[src/rtl/lim_pkg.sv]
package lim_pkg;
    localparam int MASK_W = 14;
    localparam int LO_W   = 10;
    localparam int HI_W   = MASK_W - LO_W;
    localparam int REG_W  = 32;
    localparam int PAT_W  = 2;

    localparam logic [LO_W-1:0] LO_DFLT = LO_W'(1);
    localparam logic [HI_W-1:0] HI_DFLT = '0;

    typedef logic [MASK_W-1:0] mask_t;

    typedef enum logic [1:0] {
        MSK_HOLD = 2'd0,
        MSK_LOAD = 2'd1,
        MSK_ROT  = 2'd2
    } mask_op_e;

    typedef struct packed {
        mask_op_e op;
        mask_t    wdata;
    } mask_cmd_t;

    function automatic mask_t rotl1(input mask_t m);
        return {m[MASK_W-2:0], m[MASK_W-1]};
    endfunction
endpackage

[src/rtl/lim_mask_ctl.sv]
module lim_mask_ctl
    import lim_pkg::*;
(
    input  logic            wr_en,
    input  logic [MASK_W-1:0] wr_mask,
    input  logic            test_active,
    input  logic            loop_done,
    output mask_cmd_t       cmd
);
    always_comb begin
        cmd.wdata = wr_mask;
        if (wr_en)
            cmd.op = MSK_LOAD;
        else if (test_active && loop_done)
            cmd.op = MSK_ROT;
        else
            cmd.op = MSK_HOLD;
    end
endmodule

[src/rtl/lim_mask_reg.sv]
module lim_mask_reg
    import lim_pkg::*;
(
    input  logic      clk,
    input  logic      cold_rst,
    input  mask_cmd_t cmd,
    output mask_t     mask
);
    logic [LO_W-1:0] lo_q;
    logic [HI_W-1:0] hi_q;
    mask_t           nxt;

    assign mask = {hi_q, lo_q};

    always_comb begin
        unique case (cmd.op)
            MSK_LOAD: nxt = cmd.wdata;
            MSK_ROT:  nxt = rotl1(mask);
            default:  nxt = mask;
        endcase
    end

    always_ff @(posedge clk) begin
        if (cold_rst) begin
            lo_q <= LO_DFLT;
            hi_q <= HI_DFLT;
        end else begin
            lo_q <= nxt[LO_W-1:0];
            hi_q <= nxt[MASK_W-1:LO_W];
        end
    end

    // a rotation request without a write walks the mask one place left
    a_r4_rotate: assert property (@(posedge clk) disable iff (cold_rst)
        (cmd.op == MSK_ROT) |=> mask == {$past(mask[MASK_W-2:0]), $past(mask[MASK_W-1])});

    // with no write and no rotation the mask keeps its value
    a_r5_hold: assert property (@(posedge clk) disable iff (cold_rst)
        (cmd.op == MSK_HOLD) |=> $stable(mask));

    // the written value is loaded even when a rotation is requested
    a_r6_write_wins: assert property (@(posedge clk) disable iff (cold_rst)
        (cmd.op == MSK_LOAD) |=> mask == $past(cmd.wdata));
endmodule

[src/rtl/lim_lane_xor.sv]
module lim_lane_xor
    import lim_pkg::*;
#(
    parameter int LANES = MASK_W,
    parameter int PW    = PAT_W
) (
    input  logic               clk,
    input  logic               clr,
    input  logic [LANES-1:0]   mask,
    input  logic [PW-1:0]      pattern,
    output logic [LANES*PW-1:0] lanes
);
    for (genvar g = 0; g < LANES; g++) begin : g_lane
        logic [PW-1:0] q;
        always_ff @(posedge clk) begin
            if (clr)
                q <= '0;
            else
                q <= pattern ^ {PW{mask[g]}};
        end
        assign lanes[g*PW +: PW] = q;
    end
endmodule

[src/rtl/lane_invert_mask.sv]
module lane_invert_mask
    import lim_pkg::*;
(
    input  logic                    clk,
    input  logic                    cold_rst,
    input  logic                    warm_rst,
    input  logic                    wr_en,
    input  logic [REG_W-1:0]        wr_data,
    input  logic                    test_active,
    input  logic                    loop_done,
    input  logic [PAT_W-1:0]        pattern_in,
    output logic [MASK_W*PAT_W-1:0] lane_data,
    output logic [REG_W-1:0]        mask_rd
);
    mask_cmd_t cmd;
    mask_t     mask;
    logic      unused_wr_hi;

    assign unused_wr_hi = ^wr_data[REG_W-1:MASK_W];

    lim_mask_ctl u_ctl (
        .wr_en       (wr_en),
        .wr_mask     (wr_data[MASK_W-1:0]),
        .test_active (test_active),
        .loop_done   (loop_done),
        .cmd         (cmd)
    );

    lim_mask_reg u_reg (
        .clk      (clk),
        .cold_rst (cold_rst),
        .cmd      (cmd),
        .mask     (mask)
    );

    lim_lane_xor #(.LANES(MASK_W), .PW(PAT_W)) u_xor (
        .clk     (clk),
        .clr     (cold_rst || warm_rst),
        .mask    (mask),
        .pattern (pattern_in),
        .lanes   (lane_data)
    );

    assign mask_rd = {{(REG_W-MASK_W){1'b0}}, mask};

    // a warm reset clears the lane outputs at the next edge
    a_r7_warm_clear: assert property (@(posedge clk) disable iff (cold_rst)
        warm_rst |=> lane_data == '0);
endmodule

[config.mk]
export PLATFORM = sky130hd
export DESIGN_NAME = lane_invert_mask
export DESIGN_NICKNAME = d
export VERILOG_FILES = /design/src/rtl/lim_pkg.sv /design/src/rtl/lim_mask_ctl.sv /design/src/rtl/lim_mask_reg.sv /design/src/rtl/lim_lane_xor.sv /design/src/rtl/lane_invert_mask.sv
export SDC_FILE = /design/constraint.sdc
export NUM_CORES = 1
export LEC_CHECK = 0
export BUFFER_PORTS_ARGS = -buffer_cell sky130_fd_sc_hd__buf_4
export CORE_MARGIN = 5
export CORE_UTILIZATION = 44
export DETAILED_ROUTE_END_ITERATION = 8
export HOLD_SLACK_MARGIN = 0.15
export PLACE_DENSITY = 0.75
export RECOVER_POWER = 50
export SKIP_CTS_REPAIR_TIMING = 1
export SLEW_MARGIN = 20
export SYNTH_ARGS = -nofsm -noshare
export SYNTH_HDL_FRONTEND = slang
export SYNTH_SLANG_ARGS = --single-unit
[constraint.sdc]
create_clock -name clk -period 1.15 [get_ports clk]
set_clock_uncertainty 0.15 [all_clocks]
set_input_delay 0.1725 -clock clk [delete_from_list [all_inputs] [get_ports clk]]
set_output_delay 0.1725 -clock clk [all_outputs]
set_load 0.05 [all_outputs]
==> Flow_metrics.wiki <==
{| class="wikitable"
! Metric !! Value
|-
| # nets final || 322
|-
| Wirelength, routed || 4.65 mm
|-
| Clock sink count || 42
|-
| Post-synthesis sequential area ratio || 44.7%
|-
| Final weighted congestion in routability-driven placement || 0.760
|-
| DIE WIDTH || 75.4 um
|-
| HPWL Detailed || 2.98 mm
|-
| Least setup slack across all paths after layout || -0.0229 ns
|-
| CTS root buffer || clkbuf_8
|-
| Max Cap Viol || 0
|-
| Class of the tightest hold or removal check || primary input to flop
|-
| Synth cell types || 21
|-
| Post-synthesis cell count || 193
|-
| Flop and latch count out of synthesis || 42
|-
| Reg clk slew, reported paths || 0.08 ns
|-
| Maximum frequency from static timing analysis || 853 MHz
|-
| Total placed instance area || 2340 um^2
|-
| Buffers and inverters on the worst path || 1
|-
| Cell-by-cell listing of the critical path || buf_8
|-
| Leak Pwr || 1.25 nW
|-
| Cell type group with the largest total delay on the critical path || flip-flops
|-
| Post-route non-filler standard cell count || 332
|-
| Final-report max-slew violation count || 0
|-
| Most crowded layer after global routing || met2
|-
| Height of the die || 75.4 um
|-
| Final cell area excluding filler cells || 2920 um^2
|-
| Final period utilization || 102%
|-
| Unrepaired setup endpoints after global routing || yes
|-
| Netlist area before placement || 1880 um^2
|-
| Type of element launching the critical path || flop
|-
| Cell with the largest stage delay on the worst path || dfxtp_4
|-
| Die ar. || 5680 um^2
|-
| Detailed-routing iteration count for the pre-antenna-repair pass || 4
|-
| Met3 GRT Util || 5.28%
|-
| Failing checks || negative setup slack
|-
| Final count of hold timing violations || 0
|-
| Port Buffer Count || 63
|-
| Global-route wire length before repair || 6.15 mm
|-
| Routed vias/inst || 4.72
|-
| DRC Markers || 0
|-
| Via total after detailed routing || 1567
|-
| Area growth from synthesis to layout || 55.4%
|-
| Seq. cell area || 900 um^2
|-
| Count of final setup violators || 8
|-
| TritonCTS clock tree || done
|-
| Fraction of final layout cells sized beyond drive strength 1 || 43.3%
|-
| Worst ir drop on vdd || 0.000657 V
|-
| Data required time at the worst endpoint || 0.83 ns
|-
| Clock Latency Late Sink || 0.29 ns
|-
| Setup TNS after final layout || -0.0747 ns
|-
| Number of CTS-inserted buffers || 5
|-
| Total grt overflow || 0
|-
| Signal arrival time at the worst endpoint || 0.85 ns
|-
| Worst Setup Path Type || flop to output pin
|-
| Std cell rows || 23
|-
| Maximum level of the CTS H-tree || 2
|-
| Global routing usage summed across all routing layers || 14.3%
|-
| Status || complete, but fails checks
|-
| Average instance area after synthesis || 9.74 um^2
|-
| Total of warnings raised by yosys || 0
|-
| Critical path's largest stage delay || 0.40 ns
|-
| Category of the worst setup path capture point || output pin
|-
| Met2 track demand over resource || 22.3%
|-
| Number of instances in the placed design || 294
|-
| Antenna diodes || 0
|-
| Area of the core || 4060 um^2
|-
| Top fanout value on the critical path || 5
|-
| CTS Buffer Depth || 2
|-
| Vias in the first global route || 1312
|-
| Final worst path period need || 1.17 ns
|-
| Count of routing violations after the opening detailed-route iteration || 104
|-
| Maximum number of pins on one net before global-route repair || 29
|-
| Post-route ant nets || 0
|-
| Antenna violations before repair || 0
|-
| Pwr dens || 1340 nW/um^2
|-
| Met1 demand-to-capacity share in global routing || 18.1%
|-
| # IOs || 100
|-
| Fill cell instance count of the final layout || 288
|-
| Routed WL per cell || 14.0 um
|-
| Area of the multi-input gates || 867 um^2
|-
| Initial Utilization || 46.3%
|}
[worst paths after layout]
kind / slack, ns / cells past startpoint / start / end
setup / recovery: -0.02 / 1 / u_reg.lo_q[9] / mask_rd[9]
hold / removal: 0.1 / 3 / wr_data[3] / u_reg.lo_q[3]
setup reg to reg: 0.04 / 2 / u_reg.lo_q[1] / u_reg.lo_q[1]
hold reg to reg: 0.39 / 2 / u_reg.lo_q[7] / u_reg.lo_q[8]
[metrics by stage]
step | power [mW] | hold slack, ns | setup slack [ns] | utilization, %
3_5_place_dp | 2.65 | 0.256 | 0.0195 | 57.8
4_1_cts | 3.72 | -0.0559 | -0.101 | 60.4
5_1_grt | 4.06 | 0.102 | -0.0468 | 72.0
2_1_floorplan | 2.44 | 0.0849 | 0.00764 | -
3_3_place_gp | 2.63 | 0.259 | 0.0636 | 57.8
6_report | 3.91 | 0.0983 | -0.0229 | 72.0
[layout by cell type, fill, tap and decap left out]
cell / instances
nor2b_1: 13
dfxtp_4: 14
xnor2_1: 28
dfxtp_2: 5
dlygate4sd3_1: 14
nand4b_1: 1
nand2b_1: 1
nand2_1: 1
clkbuf_16: 1
or2_1: 1
and2_0: 1
conb_1: 18
inv_1: 2
o2111ai_1: 1
clkbuf_8: 6
buf_6: 18
a21bo_2: 8
buf_8: 14
a311oi_1: 10
a21bo_1: 5
buf_4: 51
nand3_1: 13
nor2_1: 28
a311oi_2: 3
buf_12: 2
dfxtp_1: 23
[registers in the layout, summed over array words and instances, names as in the netlist]
register,count
u_reg.hi_q,4
u_reg.lo_q,10
u_xor.g_lane.q,28
[synth_stat cells]
master	number	area, um^2
buf_4	23	173
dfxtp_1	42	841
o2111ai_1	1	8.76
nand2_1	1	3.75
inv_1	2	7.51
nand4b_1	1	8.76
or2_1	1	6.26
a21bo_2	8	80.1
buf_6	2	22.5
a311oi_1	13	114
xnor2_1	28	245
buf_8	1	15.0
conb_1	1	3.75
nand2b_1	1	6.26
buf_2	5	25.0
nor2b_1	13	81.3
clkbuf_1	3	11.3
nor2_1	28	105
a21bo_1	5	50.1
and2_0	1	6.26
nand3_1	13	65.1
[power by group]
part	internal, mW	leakage, nW	switching (mW)
combinational	0.487	0.837	0.699
clock	0.607	0.0555	0.488
sequential	1.54	0.356	0.0892
[logic make-up after synthesis]
kind of cell / synth area share [%]
xor gates and xnor gates: 13.0
DFF: 44.7
other: 0.200
and+or+nand+nor: 15.0
AOI/OAI and AO/OA: 13.4
buffers and inverters: 13.5
[final cells by class]
type                    instances  area share (%)
repair buffers                 99            33.4
multi-input cells             132            29.7
clock buffers                   7            3.68
flip-flops and latches         42            30.8
inverters                       2           0.257
well taps                      50            2.14
[layer usage]
layer,share of wire (%),routed length (um),vias up
met1,41,1900,713
met4,0.69,32,0
li1,-,-,779
met5,0,0,-
met3,9.6,448,3
met2,49,2260,72
[tightest hold or removal path: cells and delay by family]
family / cells / cell delay (ns)
AOI/OAI and AO/OA: 1 / 0.06
buffers and inverters: 1 / 0.11
and+or+nand+nor: 1 / 0.16
Power figures use the tool's default switching activity.
